[src/rtl/pstate_pkg.sv]
package pstate_pkg;
  localparam int STATE_W = 3;

  typedef enum logic [STATE_W-1:0] {
    PS_POR    = 3'd0,
    PS_MRST   = 3'd1,
    PS_EXEC   = 3'd2,
    PS_EXCP   = 3'd3,
    PS_BUSREL = 3'd4,
    PS_SLEEP  = 3'd5,
    PS_SSTBY  = 3'd6,
    PS_HSTBY  = 3'd7
  } pstate_e;

  typedef struct packed {
    logic por_n;
    logic mrst_n;
    logic stby_n;
    logic sleep;
    logic sleep_stby;
    logic irq;
    logic exc;
    logic eoe;
    logic bus_req;
  } preq_t;
endpackage

[src/rtl/pstate_next.sv]
module pstate_next
  import pstate_pkg::*;
(
  input  pstate_e cur_i,
  input  pstate_e saved_i,
  input  preq_t   req_i,
  output pstate_e nxt_o,
  output logic    save_en_o
);
  logic resets_free;
  assign resets_free = req_i.por_n && req_i.mrst_n;

  always_comb begin
    nxt_o     = cur_i;
    save_en_o = 1'b0;
    if (!req_i.stby_n) begin
      nxt_o = PS_HSTBY;
    end else if (cur_i == PS_HSTBY) begin
      if (!req_i.por_n) nxt_o = PS_POR;
    end else if (!req_i.por_n) begin
      nxt_o = PS_POR;
    end else if (!req_i.mrst_n && cur_i != PS_BUSREL) begin
      nxt_o = PS_MRST;
    end else begin
      unique case (cur_i)
        PS_POR, PS_MRST: begin
          if (resets_free) nxt_o = PS_EXCP;
        end
        PS_EXEC: begin
          if (req_i.exc || req_i.irq) begin
            nxt_o = PS_EXCP;
          end else if (req_i.bus_req) begin
            nxt_o     = PS_BUSREL;
            save_en_o = 1'b1;
          end else if (req_i.sleep) begin
            nxt_o = req_i.sleep_stby ? PS_SSTBY : PS_SLEEP;
          end
        end
        PS_SLEEP: begin
          if (req_i.irq) begin
            nxt_o = PS_EXCP;
          end else if (req_i.bus_req) begin
            nxt_o     = PS_BUSREL;
            save_en_o = 1'b1;
          end
        end
        PS_SSTBY: begin
          if (req_i.irq) nxt_o = PS_EXCP;
        end
        PS_EXCP: begin
          if (req_i.eoe) nxt_o = PS_EXEC;
        end
        PS_BUSREL: begin
          if (!req_i.bus_req) nxt_o = saved_i;
        end
        default: nxt_o = cur_i;
      endcase
    end
  end
endmodule

[src/rtl/pstate_resume.sv]
module pstate_resume
  import pstate_pkg::*;
(
  input  logic    clk,
  input  logic    por_n_i,
  input  logic    save_en_i,
  input  pstate_e cur_i,
  output pstate_e saved_o
);
  pstate_e saved_q;

  always_ff @(posedge clk) begin
    if (save_en_i) saved_q <= cur_i;
  end

  assign saved_o = saved_q;

  // only program execution or sleep can be the state a bus release returns to
  p_save_src_r8: assert property (@(posedge clk) disable iff (!por_n_i)
    save_en_i |-> (cur_i == PS_EXEC || cur_i == PS_SLEEP));
endmodule

[src/rtl/pstate_priv.sv]
module pstate_priv
  import pstate_pkg::*;
(
  input  logic    clk,
  input  logic    por_n_i,
  input  pstate_e cur_i,
  input  pstate_e nxt_i,
  output logic    priv_o
);
  logic priv_q;
  logic set_c;
  logic clr_c;

  assign set_c = (nxt_i == PS_POR) || (nxt_i == PS_MRST) || (nxt_i == PS_EXCP);
  assign clr_c = (cur_i == PS_EXCP) && (nxt_i == PS_EXEC);

  always_ff @(posedge clk) begin
    if (set_c)      priv_q <= 1'b1;
    else if (clr_c) priv_q <= 1'b0;
  end

  assign priv_o = priv_q;

  // privilege is held while the state does not change
  p_priv_hold_r10: assert property (@(posedge clk) disable iff (!por_n_i)
    (nxt_i == cur_i && cur_i != PS_POR && cur_i != PS_MRST && cur_i != PS_EXCP)
    |=> $stable(priv_q));
endmodule

[src/rtl/pstate_ctrl.sv]
module pstate_ctrl
  import pstate_pkg::*;
(
  input  logic               clk,
  input  logic               por_n_i,
  input  logic               mrst_n_i,
  input  logic               stby_n_i,
  input  logic               sleep_i,
  input  logic               sleep_stby_i,
  input  logic               irq_i,
  input  logic               exc_i,
  input  logic               eoe_i,
  input  logic               bus_req_i,
  output logic [STATE_W-1:0] state_o,
  output logic               priv_o,
  output logic               clk_stop_o,
  output logic               bus_grant_o
);
  preq_t   req;
  pstate_e state_q;
  pstate_e nxt;
  pstate_e saved;
  logic    save_en;

  assign req = '{por_n: por_n_i, mrst_n: mrst_n_i, stby_n: stby_n_i,
                 sleep: sleep_i, sleep_stby: sleep_stby_i, irq: irq_i,
                 exc: exc_i, eoe: eoe_i, bus_req: bus_req_i};

  pstate_next u_next (
    .cur_i     (state_q),
    .saved_i   (saved),
    .req_i     (req),
    .nxt_o     (nxt),
    .save_en_o (save_en)
  );

  pstate_resume u_resume (
    .clk       (clk),
    .por_n_i   (por_n_i),
    .save_en_i (save_en),
    .cur_i     (state_q),
    .saved_o   (saved)
  );

  pstate_priv u_priv (
    .clk     (clk),
    .por_n_i (por_n_i),
    .cur_i   (state_q),
    .nxt_i   (nxt),
    .priv_o  (priv_o)
  );

  always_ff @(posedge clk) begin
    state_q <= nxt;
  end

  assign state_o     = state_q;
  assign clk_stop_o  = (state_q == PS_SLEEP) || (state_q == PS_SSTBY) ||
                       (state_q == PS_HSTBY);
  assign bus_grant_o = (state_q == PS_BUSREL);

  p_hstby_r1: assert property (@(posedge clk) disable iff (!por_n_i)
    !stby_n_i |=> state_o == PS_HSTBY);

  p_hstby_stay_r2: assert property (@(posedge clk) disable iff (!por_n_i)
    (state_o == PS_HSTBY) |=> (state_o == PS_HSTBY));

  p_mrst_r4: assert property (@(posedge clk) disable iff (!por_n_i)
    (stby_n_i && !mrst_n_i && state_o != PS_BUSREL && state_o != PS_HSTBY)
    |=> (state_o == PS_MRST && priv_o));

  p_excp_exit_r10: assert property (@(posedge clk) disable iff (!por_n_i)
    (stby_n_i && mrst_n_i && state_o == PS_EXCP && eoe_i)
    |=> (state_o == PS_EXEC && !priv_o));

  p_resume_r8: assert property (@(posedge clk) disable iff (!por_n_i)
    (stby_n_i && state_o == PS_BUSREL && !bus_req_i)
    |=> (state_o == $past(saved)));

  p_ind_r11: assert property (@(posedge clk) disable iff (!por_n_i)
    $onehot0({clk_stop_o, bus_grant_o}));
endmodule

[config.mk]
export PLATFORM = sky130hd
export DESIGN_NAME = pstate_ctrl
export DESIGN_NICKNAME = d
export VERILOG_FILES = /design/src/rtl/pstate_pkg.sv /design/src/rtl/pstate_next.sv /design/src/rtl/pstate_resume.sv /design/src/rtl/pstate_priv.sv /design/src/rtl/pstate_ctrl.sv
export SDC_FILE = /design/constraint.sdc
export NUM_CORES = 1
export LEC_CHECK = 0
export ABC_AREA = 0
export BUFFER_PORTS_ARGS = -buffer_cell sky130_fd_sc_hd__buf_4
export CAP_MARGIN = 10
export CORE_MARGIN = 2
export CORE_UTILIZATION = 25
export CTS_CLUSTER_DIAMETER = 60
export DETAILED_ROUTE_END_ITERATION = 10
export HOLD_SLACK_MARGIN = 0.02
export PLACE_DENSITY = 0.5
export SYNTH_ARGS = -nofsm -noshare
export SYNTH_HDL_FRONTEND = slang
export SYNTH_SLANG_ARGS = --single-unit
[constraint.sdc]
create_clock -name clk -period 1.9 [get_ports clk]
set_clock_uncertainty 0.1 [all_clocks]
set_input_delay 0.19 -clock clk [delete_from_list [all_inputs] [get_ports clk]]
set_output_delay 0.19 -clock clk [all_outputs]
set_load 0.005 [all_outputs]
After elaboration in Yosys (flattened, before gate mapping)
Cells that the tools add are included.
- output and inout port bits: 6
- memories: 0
- flip-flop bits (word level): 7
- bits in latches: 0
- bits of input ports: 10
- RAM bits: 0
- memory bits (read-only): 0
- logic and storage cells: 50
- bitwise operators: 0
- add/subtract/negate cells: 0
- divide/modulo/power cells: 0
- magnitude comparators: 0
- equal/unequal tests: 11
- $mul: 0
- mux-type cells: 24
- shifts and indexed selects: 0
- reductions and logical operators: 12
- operators by type and width (cell ; number):
    3-bit two-way mux ; 14
    3-bit one-hot mux with 6 select lines ; 1
    3-bit by 2-bit == test with 1-bit output (second input constant) ; 4
    3-bit == test (second input constant) ; 4
    1-bit two-way mux ; 7
    3-bit by 1-bit == test with 1-bit output (second input constant) ; 2
    3-bit logical NOT ; 2
    1-bit logical OR ; 5
    1-bit logical AND ; 3
    3-bit inequality test (second input constant) ; 1
    2-bit two-way mux ; 1
    1-bit one-hot mux with 2 select lines ; 1
    2-bit OR reduction ; 1
    1-bit logical NOT ; 1

Depth between registers and ports, before layout
Gate-level depths: netlist (run 1).
- depth after elaboration: 12
- mapped depth: 7
- depth with buffers taken out: 5

By module
A second synthesis (run 1) with hierarchy kept.
- cell total of the unflattened synthesis: 60
- area, all modules: 526.8 µm²
- modules (own cells, without submodules) (module ; instances ; cells each ; sequential area each (µm²) ; area each (µm²)):
    pstate_next ; 1 ; 47 ; 0.0 ; 307.8
    pstate_resume ; 1 ; 3 ; 90.1 ; 90.1
    pstate_ctrl ; 1 ; 5 ; 60.1 ; 80.1
    pstate_priv ; 1 ; 5 ; 20.0 ; 48.8

Worst setup path before layout (run 1)
No wires, ideal clock.
- path kind: register to register
- from: register state_q[1] (netlist: state_o[1])
- to: register u_priv.priv_q (netlist: u_priv.priv_o)
- setup time: 0.121 ns
- clock period less this slack: 1.711 ns
- data required time: 1.679 ns
- cell stages (with the launch flop): 7
- buffers on the path: 1
- data arrival time: 1.490 ns
- path slack: 0.189 ns
- cell sequence: dfxtp_1 > buf_6 > or3b_4 > a221oi_2 > o31ai_1 > nor4b_2 > o21ai_1
- longest elaborated chain between the ends: 11
- elaborated cells between the ends (all ways): 33
- those cells by class: eq/ne: 11; mux: 15; reduce/logical: 7
- RTL lines (what ; RTL line ; text):
    start, declared ; pstate_ctrl.sv:20 ; pstate_e state_q;
    start signal, assigned ; pstate_ctrl.sv:54 ; state_q <= nxt;
    3-bit two-way mux ; pstate_next.sv:35 ; end else if (req_i.sleep) begin
    3-bit two-way mux ; pstate_next.sv:32 ; end else if (req_i.bus_req) begin
    3-bit two-way mux ; pstate_next.sv:30 ; if (req_i.exc || req_i.irq) begin
    3-bit one-hot mux with 6 select lines ; pstate_next.sv:25 ; unique case (cur_i)
    3-bit two-way mux ; pstate_next.sv:22 ; end else if (!req_i.mrst_n && cur_i != PS_BUSREL) begin
    3-bit two-way mux ; pstate_next.sv:20 ; end else if (!req_i.por_n) begin
    3-bit two-way mux ; pstate_next.sv:18 ; end else if (cur_i == PS_HSTBY) begin
    3-bit two-way mux ; pstate_next.sv:16 ; if (!req_i.stby_n) begin
    3-bit by 1-bit == test with 1-bit output or 3-bit logical NOT (tied branches) ; pstate_priv.sv:14 ; assign set_c = (nxt_i == PS_POR) || (nxt_i == PS_MRST) || (nxt_i == PS_EXCP);
    1-bit logical OR (2 in series) ; pstate_priv.sv:14 ;
    end signal, assigned ; pstate_priv.sv:18 ; if (set_c) priv_q <= 1'b1;
    end signal, assigned ; pstate_priv.sv:19 ; else if (clr_c) priv_q <= 1'b0;
    end, declared ; pstate_priv.sv:10 ; logic priv_q;
Several ways; a longest one is shown, not always the timed one.
A chain may end at the register's enable or synchronous reset.

Final worst setup path (run 1)
- from: register state_q[0] (netlist: state_o[0])
- to: register u_priv.priv_q (netlist: u_priv.priv_o)
Same word-level chain as after synthesis.

==> results.md, run 1 <==
* PD cells at 639.4 nW/um^2
* Worst EP required at 1.94 ns
* Synth area leader: edfxtp_1
* Placed cell area at 699.4 sq um
* CP Launch Type: flip-flop
* Drt wl/cell at 12.46 um
* Setup bufs post-CTS at 0
* Dominant cells by area after synthesis: edfxtp_1 (16%), dfxtp_1 (14%), buf_6 (4.0%), nand2_1 (4.0%), nor3b_1 (4.0%)
* Drt pass-1 iters at 4
* Die Wd at 51.30 um
* Clock latency on the worst-skew pair at 0.25 ns
* Tcrit/Tclk final at 0.8907
* Largest net degree at the start of global routing at 20
* Crit. End Element: flip-flop
* Initial antenna violation count at 0
* Setup slack, reg-to-reg at 0.21 ns
* Sequential area share after synthesis at 0.3043
* Switching share of power at 0.3016
* Cts bufs inserted at 3
* Hold crit path type: in -> reg
* Core ar. at 2170 sq um
* Cell area after layout at 725.7 sq um
* Hold Crit Start: stby_n_i
* Routability cong. at 0.8469
* Die ar. at 2632 sq um
* Drt drc at 0
* Average cell area after synthesis at 8.739 sq um
* Antenna diode count at 0
* Vias in the first global route at 547
* Critical path type: reg -> reg
* Slew Limit Fails at 0
* Post-synth top area share at 0.1611
* Setup crit start: state_o[0]$_DFF_P_
* RSZ-0062 raised after global routing: no
* Number of flops mapped to enable cells by yosys at 3
* Final-layout fill cell count at 240
* Static Leak at 0.0003161 uW
* Gr ovfl total at 0
* Final TNS setup at 0 ns
* Layout area overhead at 29.75%
* Status: finished, final reports clean
* Combinational power share at 0.331
* Total Power at 464.0 uW
* Sequential share of power at 0.374
* Final WL at 1383 um
* Crit path arrival time at 1.73 ns
* Switching Power at 139.9 uW
* Ys async rst share at 0
* Syn Inst Count at 64
* F_max at 0.5909 GHz
* Clock Path Buffers at 2
* Starting Density at 0.2578
* Global-route wire length before repair at 2497 um
* Storage element area at 170.2 sq um
* Final net count at 94
* Port Buf Inserts at 15
* Via count at 525
* Chip Height at 51.30 um
* Yosys reg bits at 7
* Via density at 4.730
* Iter 0 DRT Violations at 12
* CTS H-tree depth at 1
* Most common cell in the netlist: nand2_1
* Final count of negative-setup-slack endpoints at 0
* Hpwl dp at 1078 um
* Minimum clock period at 1.692 ns
* Clk network pwr share at 0.295
* Multi-input gate area at 332.8 sq um
* Main synth FF type: dfxtp_1
* Critical Path Fanout Max at 5
* Worst-margin pin slew at 0.3199 ns
* Post-synth design cell area at 559.3 sq um
* Clock Sink Count at 7
* Ports at 16
* Int Pwr at 324.1 uW
* Layout cells sized above 1 at 0.3373
* Clock Tree Root: clkbuf_4
* Syn nets at 74
* CTS-repair resized insts at 0
* Synth cell count leaders: nand2_1 (6), inv_1 (5), dfxtp_1 (4)
* Worst r2r src: state_o[0]$_DFF_P_
* CTS tree: built
* Final ANT Viol Nets at 0
* Yosys warnings at 0
* Final hold vios at 0
* Hold WS at 0.04051 ns
* # rows at 17
* Clock slew seen by the registers of the worst setup and hold paths at 0.05 ns
* Slew margin rel. at 0.7849
* Hold buffer count at CTS at 0
* Peak VDD IR at 0.0003951 V
* Yosys cell types at 36
* GRT Total Usage at 0.1287
* MaxCap Viol Count at 0
## worst max-delay path, cell delays in order, from the launching register on
cell and delay [ns]:
dfxtp_1 0.34, or3b_4 0.43, a221oi_2 0.21, o31ai_1 0.14, nor4b_2 0.29, o21ai_1 0.08
## logic make-up after synthesis
logic type	share of synthesized area
AND/OR/NAND/NOR	0.3579
AO/OA/AOI/OAI	0.2036
buffers and inverters	0.1007
flip-flops	0.3043
XOR/XNOR	0.01566
multiplexers	0.01790
## worst paths after layout
kind	endpoint	cells past startpoint
max	u_priv.priv_o$_SDFFE_PP1P_	5
min	state_o[1]$_DFF_P_	2
max reg2reg	u_priv.priv_o$_SDFFE_PP1P_	5
min reg2reg	u_resume.saved_o[0]$_DFFE_PP_	0
## layout make-up
type / count / area share
well taps: 28 / 0.04828
flip-flops and latches: 7 / 0.2345
multi-input cells: 48 / 0.4586
repair buffers: 19 / 0.1966
clock buffers: 4 / 0.03621
inverters: 5 / 0.02586
## through the flow
| stage | util | worst slack (ns) | cells |
|---|---|---|---|
| after floorplan | - | 0.1888 | 64 |
| after global placement | 0.3224 | 0.2253 | 107 |
| after detailed placement | 0.3224 | 0.1889 | 107 |
| after CTS | 0.3345 | 0.1864 | 111 |
| after global routing | 0.3345 | 0.08545 | 111 |
| final | 0.3345 | 0.2077 | 111 |
## placed cells by master (no fill, tap or decap), types with 2 or more instances in the layout
cell type / n
nand3b_1: 2
edfxtp_1: 3
o21ai_1: 3
buf_4: 19
nand2_1: 6
o21ai_0: 3
nor3b_1: 3
inv_1: 5
dfxtp_1: 4
o31ai_1: 2
a21oi_1: 3
clkbuf_4: 3
nor2_1: 3
## sequential cells by signal (all words and copies together), names as in the netlist
register and count:
u_resume.saved_o 3, u_priv.priv_o 1, state_o 3
## power by group through the flow
stage | clock network, uW | registers (uW) | logic [uW]
after floorplan | 0 | 179 | 96.4
after global placement | 0 | 177 | 155
after detailed placement | 0 | 177 | 155
after CTS | 145 | 174 | 155
after global routing | 154 | 175 | 173
final | 137 | 174 | 154
## per-layer routing
layer  vias up  track usage  wire [um]
met5         -            0          0
met4         0      0.02632          0
met3         0      0.04678         70
met2        16       0.1970        600
met1       236       0.1738        712
li1        273            -          -
Note: power is estimated with default switching activity, not from simulation.
==> run 2: changes to the inputs <==
- ABC_AREA: 0 -> 1
- PLACE_DENSITY: 0.5 -> 0.51
==> results.md, run 2 <==
* CTS tree: built
* Most common cell in the netlist: nand2_1
* Ports at 16
* Worst EP required at 1.74 ns
* Setup slack, reg-to-reg at 0.25 ns
* CP Cell Sequence: nand2_1 > o32ai_1 > nand3_1 > nor2_1
* Largest net degree at the start of global routing at 11
* Post-synth design cell area at 528.0 sq um
* F_max at 0.6070 GHz
* RSZ-0062 raised after global routing: no
* Util after Layout at 0.3567
* Cell area after layout at 706.9 sq um
* Hold Path Stages at 3
* Hold path endpoint: state_o[1]$_DFF_P_
* Routability cong. at 0.8584
* Pre-CTS WS at 0.2621 ns
* Average cell area after synthesis at 6.000 sq um
* Setup bufs post-CTS at 0
* Placed cell area at 669.4 sq um
* Critical Path Fanout Max at 9
* Hold WS at 0.07749 ns
* Main synth FF type: dfxtp_1
* Synth cell count leaders: nand2_1 (27), nand3_1 (13), nor2_1 (13)
* Bufs and invs on worst path at 0
* Initial antenna violation count at 0
* Slew margin rel. at 0.7666
* Antenna diode count at 0
* Hold crit path type: in -> reg
* Layout area overhead at 33.89%
* CP Launch Type: flip-flop
* Global-route wire length before repair at 2111 um
* Clock latency on the worst-skew pair at 0.25 ns
* Crit path max-delay family: flip-flops
* Worst Reg-to-Reg Cells at 4
* Synth area leader: nand2_1
* Core ar. at 1982 sq um
* Ys async rst share at 0
* Static Leak at 0.0003760 uW
* Clock Path Buffers at 2
* Worst r2r src: state_o[1]$_DFF_P_
* Clock slew seen by the registers of the worst setup and hold paths at 0.06 ns
* Clock Sink Count at 7
* Drt pass-1 iters at 4
* PD cells at 640.6 nW/um^2
* Critical path type: reg -> reg
* Commonest cells after routing, fill and taps aside: nand2_1 (27), buf_4 (15), nand3_1 (13), nor2_1 (13), inv_1 (12)
* Syn nets at 98
* Drt wl/cell at 9.388 um
* Final ANT Viol Nets at 0
* Final count of negative-setup-slack endpoints at 0
* Die Wd at 49.96 um
* Yosys reg bits at 7
* Minimum clock period at 1.647 ns
* Dominant cells by area after synthesis: nand2_1 (19%), edfxtp_1 (17%), dfxtp_1 (15%), nand3_1 (12%), nor2_1 (9.2%)
* Crit path arrival time at 1.49 ns
* Hpwl dp at 1003 um
* Via density at 4.403
* CTS H-tree depth at 1
* Status: finished, final reports clean
* Commonest non-fill, non-tap cell in the layout: nand2_1
* Starting Density at 0.2664
* Hold Crit Start: por_n_i
* Tcrit/Tclk final at 0.8670
* Via count at 590
* FF-to-FF End: u_resume.saved_o[1]$_DFFE_PP_
* Final WL at 1258 um
* Drt drc at 0
* Worst-margin pin slew at 0.3496 ns
* Clock Tree Root: clkbuf_4
* Port Buf Inserts at 15
* Yosys warnings at 0
* GRT Total Usage at 0.1115
* Number of flops mapped to enable cells by yosys at 3
* Layout cells sized above 1 at 0.2523
* Vias in the first global route at 507
* Final TNS setup at 0 ns
* Iter 0 DRT Violations at 18
* Chip Height at 49.96 um
* Final worst slack at 0.2526 ns
* CP max stage cell: dfxtp_1
* Final hold vios at 0
* CP max stage delay at 0.51 ns
* MaxCap Viol Count at 0
* Slew Limit Fails at 0
* Peak VDD IR at 0.0003487 V
* Sequential area share after synthesis at 0.3223
* Post-synth top area share at 0.1919
* Final net count at 118
* Crit. End Element: flip-flop
* # rows at 16
* Cts bufs inserted at 3
* Die ar. at 2496 sq um
* Yosys cell types at 16
* Syn Inst Count at 88
* Gr ovfl total at 0
[run 2: logic make-up (layout without fill, tap and decap cells)]
| logic type | count (synthesis) | after routing | synth area share |
|---|---|---|---|
| AND/OR/NAND/NOR | 59 | 59 | 0.4858 |
| flip-flops | 7 | 7 | 0.3223 |
| buffers and inverters | 14 | 33 | 0.1019 |
| AO/OA/AOI/OAI | 8 | 8 | 0.09006 |
[run 2: worst max path at each step]
stage                                  start                            end  slack (ns)  cells after the start
after CTS                 state_o[1]$_DFF_P_  u_resume.saved_o[1]$_DFFE_PP_        0.26                      4
after global placement    state_o[1]$_DFF_P_  u_resume.saved_o[1]$_DFFE_PP_        0.24                      4
after global routing      state_o[1]$_DFF_P_  u_resume.saved_o[2]$_DFFE_PP_        0.15                      4
after detailed placement  state_o[1]$_DFF_P_  u_resume.saved_o[1]$_DFFE_PP_        0.26                      4
final                     state_o[1]$_DFF_P_  u_resume.saved_o[1]$_DFFE_PP_        0.25                      4
after floorplan           state_o[1]$_DFF_P_  u_resume.saved_o[0]$_DFFE_PP_        0.42                      4
[run 2: layer usage]
metal | GRT usage | share of wire
met1 | 0.1368 | 0.46
met2 | 0.1689 | 0.47
met3 | 0.03333 | 0.063
met4 | 0.06944 | 0.0032
met5 | 0 | 0
[run 2: worst register-to-register path, cell delays in order (launching register included)]
cell     delay [ns]
dfxtp_1        0.51
nand2_1        0.12
o32ai_1        0.27
nand3_1        0.11
nor2_1         0.22
[run 2: timing repair]
action,4_1_cts,5_1_grt
gates resized for setup,0,0
hold endpoints to repair,2,0
hold buffers,1,0
[run 2: power breakdown]
| group | switching, uW | internal [uW] |
|---|---|---|
| sequential | 18.6 | 167 |
| combinational | 71.6 | 59.2 |
| clock | 59.3 | 77.1 |
[run 2: final cells by class]
type / instances / area, sq um
inverter: 13 / 48.80
sequential: 7 / 170.2
clock inverter: 1 / 5.005
tap: 27 / 33.78
timing repair buffer: 16 / 122.6
fill: 214 / 1275
multi-input combinational: 67 / 304.0
clock buffer: 3 / 22.52
[run 2: per-stage QoR]
stage | power (uW) | std cells
3_5_place_dp | 316.6 | 129
3_3_place_gp | 320.6 | 129
6_report | 452.8 | 134
5_1_grt | 486.6 | 134
4_1_cts | 460.0 | 134
2_1_floorplan | 261.7 | 88
==> run 3: changes to the inputs <==
- REMOVE_ABC_BUFFERS: default -> 1
==> results.md, run 3 (synthesized netlist as in run 2, its figures left out) <==
* Status: finished, final reports clean
* Critical path type: reg -> reg
* Drt pass-1 iters at 4
* Drt drc at 0
* # rows at 16
* Worst EP required at 1.74 ns
* Clock Path Buffers at 2
* Clk network pwr share at 0.303
* Clock Tree Root: clkbuf_4
* CTS tree: built
* RSZ-0062 raised after global routing: no
* Crit path arrival time at 1.53 ns
* Final hold vios at 0
* CTS H-tree depth at 1
* Gr ovfl total at 0
* Placed cells at 129
* Routability cong. at 0.9000
* Commonest cells after routing, fill and taps aside: nand2_1 (27), buf_4 (15), nand3_1 (13), nor2_1 (13), inv_1 (12)
* Commonest non-fill, non-tap cell in the layout: nand2_1
* Cts bufs inserted at 3
* Final ANT Viol Nets at 0
* Int Pwr at 303.4 uW
* Drt wl/cell at 9.410 um
* Switching share of power at 0.3289
* Layout cells sized above 1 at 0.2523
* Final net count at 118
* Critical Path Fanout Max at 9
* GRT Total Usage at 0.1158
* Slew margin rel. at 0.7715
* MaxCap Viol Count at 0
* Layout area overhead at 33.89%
* Die Wd at 49.96 um
* Hold WS at 0.07715 ns
* Slew Limit Fails at 0
* Port Buf Inserts at 15
* Vias in the first global route at 519
* Minimum clock period at 1.686 ns
* F_max at 0.5933 GHz
* Worst-margin pin slew at 0.3423 ns
* Switching Power at 148.7 uW
* Final WL at 1261 um
* Clock slew seen by the registers of the worst setup and hold paths at 0.06 ns
* Iter 0 DRT Violations at 16
* Setup slack, reg-to-reg at 0.21 ns
* CP Launch Type: flip-flop
* Static Leak at 0.0003760 uW
* Hold crit path type: in -> reg
* Clock latency on the worst-skew pair at 0.26 ns
* Hpwl dp at 1051 um
* Initial antenna violation count at 0
* Antenna diode count at 0
* Ports at 16
* Tcrit/Tclk final at 0.8871
* Crit. End Element: flip-flop
* Die ar. at 2496 sq um
* Global-route wire length before repair at 2208 um
* Final count of negative-setup-slack endpoints at 0
* Core ar. at 1982 sq um
* Chip Height at 49.96 um
* Starting Density at 0.2664
* Combinational power share at 0.287
* Total Power at 452.1 uW
* CTS-repair resized insts at 0
* Fin cells at 134
* Peak VDD IR at 0.0003116 V
* Via count at 594
* Largest net degree at the start of global routing at 11
* Sequential share of power at 0.409
* PD cells at 639.5 nW/um^2
* Clock Sink Count at 7
* Final TNS setup at 0 ns
* Via density at 4.433
* Final-layout fill cell count at 220
[run 3: cell counts in the layout (fill, tap and decap cells not counted)]
No cell type changed its count.
[run 3: power groups by stage]
stage	Combinational (uW)	Sequential [uW]	Clock, uW
global placement	132	189	0
global route	148	188	158
finish	130	185	137
floorplan	75.2	185	0
CTS	131	186	144
detailed placement	128	189	0
[run 3: final cells by class]
type	count	area [sq um]	area share
sequential	7	170.2	0.2407
multi-input combinational	67	304.0	0.4301
tap	27	33.78	0.04779
timing repair buffer	16	122.6	0.1735
clock buffer	3	22.52	0.03186
inverter	13	48.80	0.06903
clock inverter	1	5.005	0.007080
[run 3: what timing repair did]
action	4_1_cts	5_1_grt
endpoints found under the hold margin	2	0
buffers inserted	0	0
setup endpoints to repair	0	0
hold buffers	1	0
[run 3: routing by layer]
metal | track usage | vias up | part of all wire
met3 | 0.03636 | 2 | 0.081
li1 | - | 320 | -
met2 | 0.1667 | 18 | 0.44
met1 | 0.1605 | 254 | 0.47
met4 | 0.04167 | 0 | 0.0079
met5 | 0 | - | 0
[run 3: path summary, 6_finish.rpt]
| kind | cells after the start | startpoint | endpoint |
|---|---|---|---|
| min reg2reg | 2 | u_priv.priv_o$_SDFFE_PP1P_ | u_priv.priv_o$_SDFFE_PP1P_ |
| min | 3 | por_n_i | state_o[1]$_DFF_P_ |
| max reg2reg | 4 | state_o[1]$_DFF_P_ | u_resume.saved_o[1]$_DFFE_PP_ |
| max | 4 | state_o[1]$_DFF_P_ | u_resume.saved_o[1]$_DFFE_PP_ |
[run 3: stage by stage]
step | worst slack, ns | utilization | instance area, sq um
2_1_floorplan | 0.4242 | - | 523.0
3_3_place_gp | 0.2469 | 0.3378 | 669.4
3_5_place_dp | 0.1818 | 0.3378 | 669.4
4_1_cts | 0.1769 | 0.3567 | 706.9
5_1_grt | 0.1134 | 0.3567 | 706.9
6_report | 0.2144 | 0.3567 | 706.9
[run 3: critical path, stage by stage (launching register included)]
cell     delay (ns)
dfxtp_1        0.52
nand2_1        0.12
o32ai_1        0.29
nand3_1        0.11
nor2_1         0.23
